===== config.mk =====
export PLATFORM = sky130hd
export DESIGN_NAME = byte_attr_gate
export DESIGN_NICKNAME = d
export VERILOG_FILES = /design/src/rtl/byte_attr_gate.sv
export SDC_FILE = /design/constraint.sdc
export NUM_CORES = 1
export LEC_CHECK = 0
export BUFFER_PORTS_ARGS = -buffer_cell sky130_fd_sc_hd__clkbuf_2
export CORE_MARGIN = 2
export CORE_UTILIZATION = 42
export CTS_CLUSTER_SIZE = 8
export DETAILED_ROUTE_END_ITERATION = 7
export PLACE_DENSITY_LB_ADDON = 0.08
export SETUP_SLACK_MARGIN = 0.2
export SLEW_MARGIN = 15
export SYNTH_ARGS = -nofsm -noshare
export SYNTH_HDL_FRONTEND = slang
export SYNTH_SLANG_ARGS = --single-unit

===== constraint.sdc =====
create_clock -name clk -period 2.7 [get_ports clk]
set_clock_uncertainty 0.05 [all_clocks]
set_input_delay 0.54 -clock clk [delete_from_list [all_inputs] [get_ports clk]]
set_output_delay 0.54 -clock clk [all_outputs]
set_load 0.005 [all_outputs]

===== src/rtl/byte_attr_gate.sv =====
module byte_attr_gate #(
  parameter int LANES = 4
) (
  input  logic               clk,
  input  logic               rst_n,
  input  logic               cfg_we,
  input  logic [LANES-1:0]   cfg_lanes,
  input  logic [7:0]         cfg_code,
  input  logic               bus_valid,
  input  logic               bus_write,
  input  logic [LANES-1:0]   bus_be,
  input  logic               bus_priv,
  input  logic               bus_secure,
  input  logic [LANES*8-1:0] rf_rdata,
  output logic [LANES-1:0]   rf_wr_strb,
  output logic [LANES*8-1:0] rd_data,
  output logic               acc_err
);
  localparam int CW = 3;
  localparam logic [7:0] BYPASS_CODE = 8'h80;

  logic [CW-1:0]    attr_q [LANES];
  logic             bypass_q;
  logic [1:0]       cls;
  logic [LANES-1:0] wr_ok, rd_ok, wr_req, rd_req;
  logic             code_ok;

  // 0: user non-secure (also privileged non-secure), 1: user secure, 2: privileged secure
  assign cls     = !bus_secure ? 2'd0 : (bus_priv ? 2'd2 : 2'd1);
  assign code_ok = (cfg_code[7:CW] == '0);
  assign wr_req  = {LANES{bus_valid &  bus_write}} & bus_be;
  assign rd_req  = {LANES{bus_valid & ~bus_write}} & bus_be;

  // rights per code as {priv_sec, user_sec, user_ns}, each {rd, wr}
  function automatic logic [1:0] grant(input logic [CW-1:0] code, input logic [1:0] c);
    logic [5:0] row;
    case (code)
      3'd0:    row = 6'b11_11_11;
      3'd1:    row = 6'b11_11_10;
      3'd2:    row = 6'b11_11_00;
      3'd3:    row = 6'b11_10_10;
      3'd4:    row = 6'b11_10_00;
      3'd5:    row = 6'b11_00_00;
      3'd6:    row = 6'b10_00_00;
      default: row = 6'b00_00_00;
    endcase
    case (c)
      2'd0:    grant = row[1:0];
      2'd1:    grant = row[3:2];
      2'd2:    grant = row[5:4];
      default: grant = 2'b00;
    endcase
  endfunction

  always_ff @(posedge clk or negedge rst_n) begin
    if (!rst_n) begin
      bypass_q <= 1'b0;
      for (int i = 0; i < LANES; i++) attr_q[i] <= '0;
    end else if (cfg_we) begin
      if (cfg_code == BYPASS_CODE) begin
        bypass_q <= 1'b1;
      end else if (code_ok) begin
        bypass_q <= 1'b0;
        for (int i = 0; i < LANES; i++)
          if (cfg_lanes[i]) attr_q[i] <= cfg_code[CW-1:0];
      end
    end
  end

  for (genvar g = 0; g < LANES; g++) begin : g_lane
    logic [1:0] right;
    assign right       = bypass_q ? 2'b11 : grant(attr_q[g], cls);
    assign rd_ok[g]    = right[1];
    assign wr_ok[g]    = right[0];
    assign rd_data[g*8 +: 8] = (rd_req[g] & rd_ok[g]) ? rf_rdata[g*8 +: 8] : 8'h00;
  end

  assign rf_wr_strb = wr_req & wr_ok;

  always_ff @(posedge clk or negedge rst_n) begin
    if (!rst_n) acc_err <= 1'b0;
    else        acc_err <= |((wr_req & ~wr_ok) | (rd_req & ~rd_ok));
  end
endmodule


== After elaboration in Yosys (flattened, before gate mapping) ==
Index checks and enable logic that the tools add are counted.

* Logic and storage cells: 82
* Register bits after elaboration: 14
* Output and inout port bits: 37
* Input port bits: 55

* Bitwise logic cells: 16
* Multiplexer cells: 20
* Equality and inequality tests: 27
* Reductions and logical operators: 13

{| class="wikitable"
|+ Operators by type and width
! cell !! count
|-
| 6-bit one-hot mux with 7 select lines || 4
|-
| 3-bit equality test (second input constant) || 12
|-
| 8-bit 2-to-1 mux || 4
|-
| 3-bit by 2-bit equality test with 1-bit output (second input constant) || 8
|-
| 2-bit one-hot mux with 3 select lines || 4
|-
| 4-bit AND || 5
|-
| 4-bit AND reduction || 4
|-
| 3-bit by 1-bit equality test with 1-bit output (second input constant) || 4
|-
| 3-bit logical NOT || 4
|-
| 2-bit 2-to-1 mux || 6
|-
| 8-bit equality test (second input constant) || 1
|-
| 4-bit NOT || 2
|-
| 1-bit AND || 6
|-
| 5-bit logical NOT || 1
|-
| 4-bit OR || 1
|-
| 4-bit OR reduction || 1
|-
| 2-bit by 1-bit equality test with 1-bit output (second input constant) || 1
|-
| 2-bit equality test (second input constant) || 1
|-
| 2-bit logical NOT || 1
|-
| 1-bit 2-to-1 mux || 2
|-
| 1-bit NOT || 2
|-
| 2-bit AND reduction || 1
|-
| 2-bit nonzero test || 1
|}

== Logic depth before layout (Yosys ltp) ==
* Depth after elaboration: 9
* Depth in mapped cells: 5
* Gate-level depth less buffers: 5

== Worst setup path before layout ==
OpenSTA, ideal clock, no wires.

* Path kind: input -> output
* Start: input port bus_secure
* End: output port rd_data[10]
* Path buffers: 1
* Required time: 2.110 ns
* Data arrival time: 1.341 ns
* Slack: 0.769 ns
* Stages on the path: 5
* Cell sequence: buf_4 nor3b_1 o21ai_0 and3_1 and2_1

* Cells in the longest elaborated chain, start to end: 6
* Elaborated cells between the ends (all ways): 8

{| class="wikitable"
|+ Ends and longest elaborated chain
! item !! line !! text
|-
| from (decl) || 13 || <nowiki>input logic bus_secure,</nowiki>
|-
| 2-bit 2-to-1 mux (*) || 29 || <nowiki>assign cls = !bus_secure ? 2'd0 : (bus_priv ? 2'd2 : 2'd1);</nowiki>
|-
| 2-bit equality test, or another cell as far along || 47 || <nowiki>case (c)</nowiki>
|-
| 2-bit one-hot mux with 3 select lines (*) || 47 ||
|-
| 2-bit 2-to-1 mux (*) || 72 || <nowiki>assign right = bypass_q ? 2'b11 : grant(attr_q[g], cls);</nowiki>
|-
| 1-bit AND (*) || 75 || <nowiki>assign rd_data[g*8 +: 8] = (rd_req[g] & rd_ok[g]) ? rf_rdata[g*8 +: 8] : 8'h00;</nowiki>
|-
| 8-bit 2-to-1 mux (*) || 75 ||
|-
| to (decl) || 16 || <nowiki>output logic [LANES*8-1:0] rd_data,</nowiki>
|}

Every way passes the cells marked *; elsewhere a longest branch is shown, timed or not.

== Final worst setup path ==
* Start: register attr_q[7] in the netlist's numbering
* End: output port rd_data[15]

* Cells in the longest elaborated chain, start to end: 6
* Elaborated cells between the ends (all ways): 12

{| class="wikitable"
|+ Ends and longest elaborated chain
! item !! line !! text
|-
| from (decl) || 22 || <nowiki>logic [CW-1:0] attr_q [LANES];</nowiki>
|-
| from (signal, indexed assignment) || 65 || <nowiki>if (cfg_lanes[i]) attr_q[i] <= cfg_code[CW-1:0];</nowiki>
|-
| 3-bit equality test, or another cell as far along || 37 || <nowiki>case (code)</nowiki>
|-
| 6-bit one-hot mux with 7 select lines (*) || 37 ||
|-
| 2-bit one-hot mux with 3 select lines (*) || 47 ||
|-
| 2-bit 2-to-1 mux (*) || 72 ||
|-
| 1-bit AND (*) || 75 ||
|-
| 8-bit 2-to-1 mux (*) || 75 ||
|}

Marked as above.

==> results.yml <==
outcome:
  status: "finished clean"
placement:
  io_buffers: 91
  hpwlAfterDp_um: 2870
  finalWeightedCongestion: 0.776
sta:
  fin_crit_sh: 0.856
  setup_viol_count_final: 0
  layout_min_cycle_time_ps: 2310
  worst-slew-pin-transition_ps: 409
  timing.max_slew.rel_slack: 0.724
  grt_setup_unrepaired: "no"
  fin_setup_tns_ps: 0
  slew_viols_final: 0
  finalHoldViolCount: 0
  max_clock_freq_ghz: 0.433
logic_synthesis:
  synth-edff-count: 0
  synthesis.area_per_instance_um2: 8.57
  synth_ff_type: "dfrtp_1"
  synth_seq_area_share: 0.299
  yosys_synthesis_warning_count: 0
  netlist.area_leader.share: 0.299
  ys_ff_latch: 14
  synthArstFlopShare: 1.00
  syn_area_um2: 1170
  synth_top_cells_by_area: "dfrtp_1 (30%), and2_1 (17%), mux2_2 (12%), nand2_1 (3.5%), a21oi_1 (2.1%)"
  synthDominantAreaCellType: "dfrtp_1"
  syn-num-nets: 192
  synth_cell_types: 38
  instance_count_of_the_mapped_netlist: 137
setup_path:
  crit_type: "reg2out"
  crit_path_top_delay_cell: "dfrtp_1"
  critical_path_start_type: "register"
  endpoint_kind_of_the_worst_setup_timing_path: "output pin"
  worst_path_largest_cell_delay_ps: 440
  path_delay_family: "compound AO/OA/AOI/OAI gates"
  critical_path.n_buffers_inverters: 1
  cp_data_required_time_ps: 2110
  cp_data_arrival_time_ps: 1720
  cp_cell_sequence: "o21bai_1 > a31oi_1 > o21ai_0 > and3_2 > and2_1 > clkbuf_2"
  critical_path_peak_fanout: 8
clocking:
  worst_skew_pair.late_latency_ps: 280
  tritoncts.num_buffers: 3
  hold_buffers: 0
  post_cts_resized: 0
  cts_setup_buffers: 0
  tritoncts_num_sinks: 14
  cts-root-buf: "clkbuf_4"
  cts_tree: "done"
  cts_htree_levels: 1
  cts_max_path_buffers: 2
  worst_setup_hold_path_clk_slew_ps: 80
drt:
  postRouteWirelength_um: 3340
  drt-wirelength-per-cell_um: 12.8
  drt-initial-drc-count: 32
  drc: 0
  vias: 1359
  final_ant_viol_nets: 0
  post_drt_via_cell_ratio: 5.21
  drt-pass1-iter-count: 5
power:
  net-switching-power_uw: 198
  power_frac_clock: 0.240
  p_leak_nw: 0.904
  comb_power_share: 0.312
  irDropWorstVdd_v: 0.000358
  internal-power_uw: 423
  power_per_standard_cell_area_nw_per_um2: 367
  seqPwrFrac: 0.447
  switching_share: 0.319
finish:
  final_nets: 286
  highest_count_cells_in_the_layout_ignoring_fill_and_taps: "clkbuf_2 (91), and2_1 (32), dfrtp_1 (14), mux2_2 (12), nand2_1 (11)"
  layout-area-overhead-vs-synth_pct: 44.2
  drive_gt1_frac: 0.491
  most_common_cell_after_layout_fill_and_taps_aside: "clkbuf_2"
  final.fill_count: 243
  post-route-util: 0.625
  antenna_cells_inserted: 0
global_route:
  grt_usage: 0.207
  maximum_number_of_pins_on_one_net_before_global_route_repair: 15
  antenna_violations_before_repair: 0
  globalRoute.totalOverflow: 0
  first_global_vias: 1285
  grt_pass1_wl_um: 5460
run:
  max_cap_violations: 0
worst_hold_path:
  hold_path.class: "in2async"
floorplan:
  die_y_um: 56.9
  die_x_um: 56.9
  initial_utilization: 0.433
  floorplan.die_area_um2: 3230
  floorplan.core_area_um2: 2710
  ios: 92
  placement_rows: 19
-- worst paths after layout --
path | cells past startpoint | endpoint | startpoint | slack, ps
max | 6 | rd_data[15] | attr_q[7] | 390
min | 1 | attr_q[0] | rst_n | 90
max reg2reg | 5 | acc_err | attr_q[0] | 1080
min reg2reg | 1 | attr_q[2] | attr_q[2] | 530
max in group asynchronous | 1 | attr_q[11] | rst_n | 2260
min in group clk | 3 | bypass_q | cfg_code[7] | 500
-- power by group through the flow --
stage               clock [mW]  sequential [mW]  combinational, mW
finish                   0.149            0.278              0.194
global route             0.162            0.284              0.220
global placement             0            0.277              0.187
detailed placement           0            0.281              0.192
CTS                      0.153            0.277              0.193
floorplan                    0            0.271              0.113
-- metal layers --
metal / track usage / vias to the layer above / part of all wire
met5: 0 / - / 0
met4: 0.103 / 0 / 0.021
met3: 0.0184 / 7 / 0.076
met2: 0.377 / 60 / 0.50
met1: 0.239 / 613 / 0.40
li1: - / 679 / -
-- stage by stage --
stage / power [mW] / std cells / cell area (µm²) / hold slack, ps / worst slack, ps
after floorplan: 0.384 / 137 / 1170 / 194 / 769
after global routing: 0.666 / 261 / 1690 / 103 / 244
after detailed placement: 0.474 / 257 / 1650 / 411 / 387
final: 0.621 / 261 / 1690 / 90.8 / 390
after global placement: 0.464 / 257 / 1650 / 400 / 399
after CTS: 0.623 / 261 / 1690 / 102 / 351
-- state kept, by name, summed over array words and instances, names as in the netlist --
signal    count
acc_err       1
bypass_q      1
attr_q       12
-- cell families after synthesis --
| family | share of synthesized area |
|---|---|
| buffers and inverters | 0.0288 |
| AOI/OAI and AO/OA | 0.195 |
| muxes | 0.124 |
| and+or+nand+nor | 0.354 |
| DFF | 0.299 |
-- cell usage after synthesis (all sizes together), types with 3 or more instances --
library cell,count
a21oi,5
dfrtp,14
nor2b,4
nor2,7
a31oi,3
nand2b,3
inv,4
o211ai,3
a21boi,3
nand2,11
mux2,12
nand3,4
o21ai,6
and2,33
and3,3
-- worst reg2reg max path, delay by kind of cell, from the launching register on --
kind / cells / cell delay, ps
AND/OR/NAND/NOR: 2 / 290
AO/OA/AOI/OAI: 3 / 790
flip-flops: 1 / 430
-- area by class of cell --
cell class / instances / area [µm²] / share of cell area
clock buffer: 4 / 36.3 / 0.0214
inverter: 4 / 15.0 / 0.00887
multi-input combinational: 117 / 797 / 0.471
sequential: 14 / 350 / 0.207
tap: 31 / 38.8 / 0.0229
timing repair buffer: 91 / 455 / 0.269
Note: power is estimated with default switching activity, not from simulation.
